$ cat config.mk
export PLATFORM = sky130hd
export DESIGN_NAME = peak_span_decimator
export DESIGN_NICKNAME = d
export VERILOG_FILES = /design/src/rtl/psd_pkg.sv /design/src/rtl/psd_zoom_regs.sv /design/src/rtl/psd_window_gate.sv /design/src/rtl/psd_group_peak.sv /design/src/rtl/psd_pixel_locator.sv /design/src/rtl/peak_span_decimator.sv
export SDC_FILE = /design/constraint.sdc
export NUM_CORES = 1
export LEC_CHECK = 0
export BUFFER_PORTS_ARGS = -buffer_cell sky130_fd_sc_hd__buf_4
export CAP_MARGIN = 20
export CELL_PAD_IN_SITES_DETAIL_PLACEMENT = 0
export CELL_PAD_IN_SITES_GLOBAL_PLACEMENT = 1
export CORE_MARGIN = 4
export CORE_UTILIZATION = 41
export DETAILED_ROUTE_END_ITERATION = 10
export PLACE_DENSITY_LB_ADDON = 0.1
export RECOVER_POWER = 100
export SYNTH_ARGS = -nofsm -noshare
export SYNTH_HDL_FRONTEND = slang
export SYNTH_HIERARCHICAL = 1
export SYNTH_SLANG_ARGS = --single-unit
$ cat constraint.sdc
create_clock -name clk -period 5.6 [get_ports clk]
set_input_delay 0.56 -clock clk [delete_from_list [all_inputs] [get_ports clk]]
set_output_delay 0.56 -clock clk [all_outputs]
set_load 0.01 [all_outputs]
$ cat src/rtl/psd_pkg.sv
// Package: shared types for the peak-hold spectrum decimator.
// Assumes nothing beyond standard SystemVerilog.
package psd_pkg;

    // Classification of one input beat with respect to the open pixel group.
    typedef enum logic [1:0] {
        BEAT_SKIP  = 2'd0,   // outside window, nothing pending to flush
        BEAT_ACCUM = 2'd1,   // inside window, group still open
        BEAT_CLOSE = 2'd2,   // inside window, closes the group
        BEAT_FLUSH = 2'd3    // frame ends with a partial group pending
    } beat_kind_e;

endpackage

$ cat src/rtl/psd_zoom_regs.sv
// Module: psd_zoom_regs
// Holds the zoom settings of the current frame. Captures start bin, ratio
// (0 clamped to 1) and pixel count on a frame-start beat and derives the
// window span. The "eff" outputs give the settings that apply to the
// current beat: the new ones on a capture beat, the held ones otherwise.
// Assumes capture is asserted only on a valid frame-start beat.
module psd_zoom_regs #(
    parameter int BIN_W   = 12,
    parameter int PIX_W   = 10,
    parameter int RATIO_W = 6,
    parameter int SPAN_W  = PIX_W + RATIO_W
) (
    input  logic               clk,
    input  logic               rst_n,
    input  logic               capture,
    input  logic [BIN_W-1:0]   cfg_start,
    input  logic [RATIO_W-1:0] cfg_ratio,
    input  logic [PIX_W-1:0]   cfg_pixels,
    output logic [BIN_W-1:0]   eff_start,
    output logic [RATIO_W-1:0] eff_ratio,
    output logic [SPAN_W-1:0]  eff_span,
    output logic [BIN_W-1:0]   held_start,
    output logic [RATIO_W-1:0] held_ratio,
    output logic [PIX_W-1:0]   held_pixels
);

    logic [RATIO_W-1:0] ratio_fix;
    logic [SPAN_W-1:0]  span_new;
    logic [SPAN_W-1:0]  held_span;

    // Clamp a zero ratio to one and compute the window span in bins.
    always_comb begin
        ratio_fix = (cfg_ratio == '0) ? RATIO_W'(1) : cfg_ratio;
        span_new  = SPAN_W'(cfg_pixels) * SPAN_W'(ratio_fix);
    end

    // Select the settings that govern the present beat.
    always_comb begin
        eff_start = capture ? cfg_start : held_start;
        eff_ratio = capture ? ratio_fix : held_ratio;
        eff_span  = capture ? span_new  : held_span;
    end

    // Capture the settings at frame start only.
    always_ff @(posedge clk) begin
        if (!rst_n) begin
            held_start  <= '0;
            held_ratio  <= RATIO_W'(1);
            held_pixels <= '0;
            held_span   <= '0;
        end else if (capture) begin
            held_start  <= cfg_start;
            held_ratio  <= ratio_fix;
            held_pixels <= cfg_pixels;
            held_span   <= span_new;
        end
    end

    // Held settings move only on a capture beat.
    assert_cfg_frozen_R9: assert property (@(posedge clk) disable iff (!rst_n)
        !capture |=> ($stable(held_start) && $stable(held_ratio) && $stable(held_pixels)));

endmodule

$ cat src/rtl/psd_window_gate.sv
// Module: psd_window_gate
// Decides whether a bin index falls inside the zoom window
// [start, start + span). Purely combinational.
// Assumes span already reflects the clamped ratio.
module psd_window_gate #(
    parameter int BIN_W  = 12,
    parameter int SPAN_W = 16
) (
    input  logic [BIN_W-1:0]  bin,
    input  logic [BIN_W-1:0]  start,
    input  logic [SPAN_W-1:0] span,
    output logic              in_win
);

    localparam int CMP_W = ((BIN_W > SPAN_W) ? BIN_W : SPAN_W) + 1;

    logic [BIN_W-1:0] offset;

    // Offset from the window start, compared against the span in a wide field.
    always_comb begin
        offset = bin - start;
        in_win = (bin >= start) && (CMP_W'(offset) < CMP_W'(span));
    end

endmodule

$ cat src/rtl/psd_group_peak.sv
// Module: psd_group_peak
// Tracks the open pixel group: bins counted, running maximum and pixel
// index. Emits a registered pixel when a group closes or when the frame
// ends with a partial group pending. A frame-start beat clears the state.
// Assumes in-window bins arrive in ascending contiguous order.
module psd_group_peak
    import psd_pkg::*;
#(
    parameter int PIX_W   = 10,
    parameter int RATIO_W = 6,
    parameter int PWR_W   = 16
) (
    input  logic               clk,
    input  logic               rst_n,
    input  logic               beat_valid,
    input  logic               beat_sof,
    input  logic               beat_eof,
    input  logic               in_win,
    input  logic [PWR_W-1:0]   pwr,
    input  logic [RATIO_W-1:0] ratio,
    output logic               out_valid,
    output logic [PIX_W-1:0]   out_pix,
    output logic [PWR_W-1:0]   out_pwr
);

    logic               sof_hit;
    logic [PIX_W-1:0]   pix_q, pix_d, base_pix;
    logic [RATIO_W-1:0] cnt_q, cnt_d, base_cnt;
    logic               pend_q, pend_d, base_pend;
    logic [PWR_W-1:0]   max_q, max_d, merged;
    logic               emit_d;
    logic [PIX_W-1:0]   emit_pix;
    logic [PWR_W-1:0]   emit_pwr;
    beat_kind_e         kind;

    // Starting point for this beat: cleared on a frame start.
    always_comb begin
        sof_hit   = beat_valid && beat_sof;
        base_pix  = sof_hit ? '0 : pix_q;
        base_cnt  = sof_hit ? '0 : cnt_q;
        base_pend = sof_hit ? 1'b0 : pend_q;
        merged    = (base_pend && (max_q > pwr)) ? max_q : pwr;
    end

    // Classify the beat against the open group.
    always_comb begin
        kind = BEAT_SKIP;
        if (beat_valid) begin
            if (in_win) begin
                kind = ((base_cnt == ratio - RATIO_W'(1)) || beat_eof) ? BEAT_CLOSE : BEAT_ACCUM;
            end else if (beat_eof && base_pend) begin
                kind = BEAT_FLUSH;
            end
        end
    end

    // Next-state and emission values for each beat kind.
    always_comb begin
        pix_d    = beat_valid ? base_pix  : pix_q;
        cnt_d    = beat_valid ? base_cnt  : cnt_q;
        pend_d   = beat_valid ? base_pend : pend_q;
        max_d    = max_q;
        emit_d   = 1'b0;
        emit_pix = out_pix;
        emit_pwr = out_pwr;
        case (kind)
            BEAT_ACCUM: begin
                cnt_d  = base_cnt + RATIO_W'(1);
                pend_d = 1'b1;
                max_d  = merged;
            end
            BEAT_CLOSE: begin
                emit_d   = 1'b1;
                emit_pix = base_pix;
                emit_pwr = merged;
                pix_d    = base_pix + PIX_W'(1);
                cnt_d    = '0;
                pend_d   = 1'b0;
            end
            BEAT_FLUSH: begin
                emit_d   = 1'b1;
                emit_pix = base_pix;
                emit_pwr = max_q;
                pix_d    = base_pix + PIX_W'(1);
                cnt_d    = '0;
                pend_d   = 1'b0;
            end
            default: ;
        endcase
    end

    // Group state registers.
    always_ff @(posedge clk) begin
        if (!rst_n) begin
            pix_q  <= '0;
            cnt_q  <= '0;
            pend_q <= 1'b0;
            max_q  <= '0;
        end else begin
            pix_q  <= pix_d;
            cnt_q  <= cnt_d;
            pend_q <= pend_d;
            max_q  <= max_d;
        end
    end

    // Registered pixel output.
    always_ff @(posedge clk) begin
        if (!rst_n) begin
            out_valid <= 1'b0;
            out_pix   <= '0;
            out_pwr   <= '0;
        end else begin
            out_valid <= emit_d;
            out_pix   <= emit_pix;
            out_pwr   <= emit_pwr;
        end
    end

    // A pixel appears only in the cycle after an input beat.
    assert_emit_after_beat_R7: assert property (@(posedge clk) disable iff (!rst_n)
        out_valid |-> $past(beat_valid));

    // The open group never holds a full ratio of bins.
    assert_count_below_ratio_R2: assert property (@(posedge clk) disable iff (!rst_n)
        !sof_hit |-> (cnt_q < ratio));

endmodule

$ cat src/rtl/psd_pixel_locator.sv
// Module: psd_pixel_locator
// Maps a display pixel index back to the first bin it covers, using the
// held zoom settings. Combinational; the result wraps modulo 2^BIN_W.
module psd_pixel_locator #(
    parameter int BIN_W   = 12,
    parameter int PIX_W   = 10,
    parameter int RATIO_W = 6
) (
    input  logic [BIN_W-1:0]   start,
    input  logic [RATIO_W-1:0] ratio,
    input  logic [PIX_W-1:0]   pix,
    output logic [BIN_W-1:0]   bin
);

    // First bin of the pixel: start plus pixel times ratio.
    always_comb begin
        bin = start + BIN_W'(pix) * BIN_W'(ratio);
    end

endmodule

$ cat src/rtl/peak_span_decimator.sv
// Module: peak_span_decimator (top)
// Reduces a bin-indexed power stream to a pixel line. Each pixel reports
// the peak of a group of consecutive bins inside a zoom window. Also maps
// a chosen pixel back to its first bin.
// Assumes ascending contiguous bin indices within a frame, frame start on
// the first beat and frame end on the last.
module peak_span_decimator #(
    parameter int BIN_W   = 12,
    parameter int PIX_W   = 10,
    parameter int RATIO_W = 6,
    parameter int PWR_W   = 16
) (
    input  logic               clk,
    input  logic               rst_n,
    input  logic [BIN_W-1:0]   cfg_start_bin,
    input  logic [RATIO_W-1:0] cfg_bins_per_px,
    input  logic [PIX_W-1:0]   cfg_px_count,
    input  logic               bin_valid,
    input  logic               bin_first,
    input  logic               bin_last,
    input  logic [BIN_W-1:0]   bin_idx,
    input  logic [PWR_W-1:0]   bin_pwr,
    output logic               px_valid,
    output logic [PIX_W-1:0]   px_idx,
    output logic [PWR_W-1:0]   px_peak,
    input  logic [PIX_W-1:0]   pick_px,
    output logic [BIN_W-1:0]   pick_bin
);

    localparam int SPAN_W = PIX_W + RATIO_W;

    logic               capture;
    logic [BIN_W-1:0]   eff_start, held_start;
    logic [RATIO_W-1:0] eff_ratio, held_ratio;
    logic [SPAN_W-1:0]  eff_span;
    logic [PIX_W-1:0]   held_pixels;
    logic               in_win;

    // Settings are captured on a valid frame-start beat.
    always_comb begin
        capture = bin_valid && bin_first;
    end

    psd_zoom_regs #(
        .BIN_W(BIN_W), .PIX_W(PIX_W), .RATIO_W(RATIO_W), .SPAN_W(SPAN_W)
    ) u_zoom (
        .clk(clk), .rst_n(rst_n), .capture(capture),
        .cfg_start(cfg_start_bin), .cfg_ratio(cfg_bins_per_px), .cfg_pixels(cfg_px_count),
        .eff_start(eff_start), .eff_ratio(eff_ratio), .eff_span(eff_span),
        .held_start(held_start), .held_ratio(held_ratio), .held_pixels(held_pixels)
    );

    psd_window_gate #(
        .BIN_W(BIN_W), .SPAN_W(SPAN_W)
    ) u_gate (
        .bin(bin_idx), .start(eff_start), .span(eff_span), .in_win(in_win)
    );

    psd_group_peak #(
        .PIX_W(PIX_W), .RATIO_W(RATIO_W), .PWR_W(PWR_W)
    ) u_peak (
        .clk(clk), .rst_n(rst_n),
        .beat_valid(bin_valid), .beat_sof(bin_first), .beat_eof(bin_last),
        .in_win(in_win), .pwr(bin_pwr), .ratio(eff_ratio),
        .out_valid(px_valid), .out_pix(px_idx), .out_pwr(px_peak)
    );

    psd_pixel_locator #(
        .BIN_W(BIN_W), .PIX_W(PIX_W), .RATIO_W(RATIO_W)
    ) u_locate (
        .start(held_start), .ratio(held_ratio), .pix(pick_px), .bin(pick_bin)
    );

    // Emitted pixel indices stay inside the frame's pixel count.
    assert_pixel_in_range_R4: assert property (@(posedge clk) disable iff (!rst_n)
        px_valid |-> (px_idx < held_pixels));

endmodule

==> impl_metrics.py <==
metrics = {
    "pwr": {
        "p_leak_nw": 5.41,
        "power_frac_seq_pct": 24.2,
        "p_int_w": 0.00191,
        "power_frac_comb_pct": 56.0,
        "power_per_cell_area_nw_per_um2": 267,
        "swShare_pct": 39.3,
        "pwr-share-clk_pct": 19.7,
        "peakVddDrop_uv": 141,
        "p_total_w": 0.00315,
        "power.switching_w": 0.00124,
    },
    "die": {
        "fp-row-count": 55,
        "ios": 110,
        "core-area_um2": 22600,
        "dieHeight_um": 159,
        "start_util_pct": 41.5,
        "die_x_um": 159,
        "die_area_um2": 25300,
    },
    "clock_tree": {
        "clk_pin_slew_worst_paths_ns": 0.08,
        "worstSkewPairLatency_ns": 0.36,
        "clockBufferDepth": 2,
        "cts_htree_levels": 3,
        "cts.sinks": 94,
        "cts_tree": "built",
        "hold_buffers": 0,
        "cts_made_buffers": 9,
        "cts_root_buffer": "clkbuf_16",
    },
    "route": {
        "wl_mm": 23.6,
        "final_antenna_net_count": 0,
        "route.vias.total": 7990,
        "via_per_inst": 5.10,
        "wl_per_cell_um": 15.0,
        "drt_iter0_drc": 239,
        "dr.pass1.iters": 4,
        "route.detailed.drc": 0,
    },
    "worst_setup_path": {
        "reg2reg_from": "u_zoom/held_start[0]",
        "crit_buf_inv": 7,
        "critPathKind": "primary input to flip-flop",
        "reg2reg_slack_ns": 1.54,
        "startpoint": "cfg_bins_per_px[3]",
        "crit_path_end_kind": "flip-flop",
        "reg2reg_depth": 22,
        "cpMaxStageDelayCell": "fa_1",
        "r2r_end": "u_peak/cnt_q[4]",
        "worstSetupStartpointType": "primary input",
        "crit_family": "adder cells",
        "endpoint": "u_peak/cnt_q[4]",
        "critPathArrivalTime_ns": 5.88,
        "path_depth": 30,
        "crit_fanout": 5,
        "required_ns": 5.84,
        "slowest_delay_ns": 0.51,
    },
    "place": {
        "place_congestion": 0.825,
        "hpwlAfterDp_mm": 18.1,
        "pre_cts_slack_ns": -0.548,
        "placed_area_um2": 11000,
        "portBuffers": 109,
    },
    "global_routing": {
        "grt.overflow.total": 0,
        "antenna_found_initial": 0,
        "grt_max_degree": 57,
        "track_usage_pct": 18.7,
        "met2_usage_pct": 32.9,
        "grt_pass1_vias": 8201,
        "use_met1_pct": 24.6,
        "top_usage_layer": "met2",
        "grtUsageMet3_pct": 3.34,
        "grt_pass1_wl_mm": 40.0,
    },
    "timing": {
        "fmax_ghz": 0.177,
        "fin_crit_ns": 5.64,
        "rsz0062_at_grt": "true",
        "min_period_over_period_pct": 101,
        "setup_viol": 9,
        "tightest_slew_ns": 1.19,
        "hold_viol": 0,
        "relSlewSlack_pct": 19.6,
        "tns_ns": -0.111,
        "fin_skew_ns": 0.0164,
        "fin_ws_ns": -0.0375,
        "drv_slew": 0,
    },
    "layout": {
        "drive_gt1_share_pct": 22.9,
        "final_core_util_pct": 52.4,
        "final_nets": 1504,
        "n_antenna_cell": 0,
        "fin_area_um2": 11800,
        "area_delta_synth_final_pct": 26.1,
    },
    "synthesis": {
        "syn-mean-instance-area_um2": 8.44,
        "synth_fp_nets": 1338,
        "netlist_instances": 1111,
        "netlist_area_um2": 9380,
        "yosysWarningCount": 6,
    },
    "outcome": {
        "status": "finished, violations left",
        "violations": "negative setup slack",
    },
    "min_path": {
        "hold_class": "primary input to flip-flop",
    },
    "job": {
        "timing.max_cap.violations": 0,
    },
}
==> cell usage in the layout, fill, tap and decap left out, types with 5 or more instances in the layout <==
master and n:
o22ai_1 17, nand3_1 29, a21oi_1 33, inv_1 133, and3_1 6, clkbuf_16 10
a21o_1 12, nor2b_1 10, a31oi_1 5, buf_4 153, mux2_2 7, nand2_1 113
nand4_1 14, mux2_1 16, dfxtp_1 94, buf_6 11, xnor2_1 25, o21a_1 7
nand2b_1 7, mux2i_1 21, ha_1 79, nor3_1 10, o21ai_0 16, and2_1 99
a21oi_4 6, fa_1 69, or3_1 18, nor2_1 53, clkbuf_1 27, and2_0 5
a21oi_2 13, xor2_1 13, o221ai_2 13, ha_4 6
==> stage by stage <==
stage | std cells | hold slack [ns]
finish | 1567 | 0.440
global route | 1567 | 0.437
CTS | 1558 | 0.427
detailed placement | 1537 | 0.446
global placement | 1537 | 0.445
floorplan | 1111 | 0.447
==> worst register-to-register path, stage by stage (launching register included) <==
cell and delay, ns:
dfxtp_1 0.34, mux2_1 0.15, ha_1 0.17, inv_1 0.05, fa_1 0.40, nand3_1 0.14
a21boi_1 0.13, o311ai_2 0.28, mux2i_1 0.21, and3_1 0.25, ha_4 0.23, a21oi_2 0.10
nand2_1 0.07, a21oi_2 0.12, o21ai_2 0.07, a21oi_2 0.20, buf_6 0.15, o21a_4 0.15
nand3_1 0.09, inv_1 0.08, nand3_1 0.10, and3_1 0.18, o31a_1 0.28
==> worst min-delay path by stage <==
stage                        start             endpoint  slack, ns  cells past startpoint
6_report                bin_pwr[1]      u_peak/max_q[1]       0.44                      3
5_1_grt                 bin_pwr[1]      u_peak/max_q[1]       0.44                      3
4_1_cts                 bin_pwr[1]      u_peak/max_q[1]       0.43                      3
3_5_place_dp     u_peak/out_pix[6]    u_peak/out_pix[6]       0.45                      2
3_3_place_gp     u_peak/out_pix[9]    u_peak/out_pix[9]       0.45                      2
2_1_floorplan  u_zoom/held_span[8]  u_zoom/held_span[8]       0.45                      2
==> state kept, by name, summed over array words and instances, names as in the netlist <==
signal             cells
u_zoom/held_ratio      6
u_peak/max_q          16
u_peak/out_pwr        16
u_zoom/held_start     12
u_peak/pend_q          1
u_peak/cnt_q           6
u_peak/pix_q          10
u_zoom/held_span      16
u_peak/out_valid       1
u_peak/out_pix        10
==> layout make-up <==
cell class / instances / area [um^2]
clock buffer: 10 / 239
clock inverter: 6 / 57.6
fill: 2212 / 10700
inverter: 138 / 518
multi-input combinational: 837 / 7280
sequential: 94 / 1880
tap: 285 / 357
timing repair buffer: 197 / 1490
==> power groups by stage <==
stage          sequential [W]  clock, W  combinational (W)
6_report             0.000764  0.000622            0.00177
5_1_grt              0.000772  0.000677            0.00198
4_1_cts              0.000763  0.000644            0.00168
3_5_place_dp         0.000778         0            0.00159
3_3_place_gp         0.000778         0            0.00158
2_1_floorplan        0.000778         0            0.00104
==> per-layer routing <==
layer / share of wire (%) / vias up / wire [um]
met5: 0 / - / 0
met4: 0.95 / 0 / 224
met3: 3.3 / 11 / 777
met2: 49 / 106 / 11600
met1: 46 / 3804 / 11000
li1: - / 4069 / -
==> what timing repair did <==
| action | CTS | global route |
|---|---|---|
| endpoints found under the setup margin | 39 | 59 |
| pin swaps | 10 | 26 |
| buffers inserted | 5 | 8 |
| resized for setup | 25 | 67 |
| cloned | 0 | 2 |
| hold endpoints to repair | 0 | 0 |
Power figures use the tool's default switching activity.
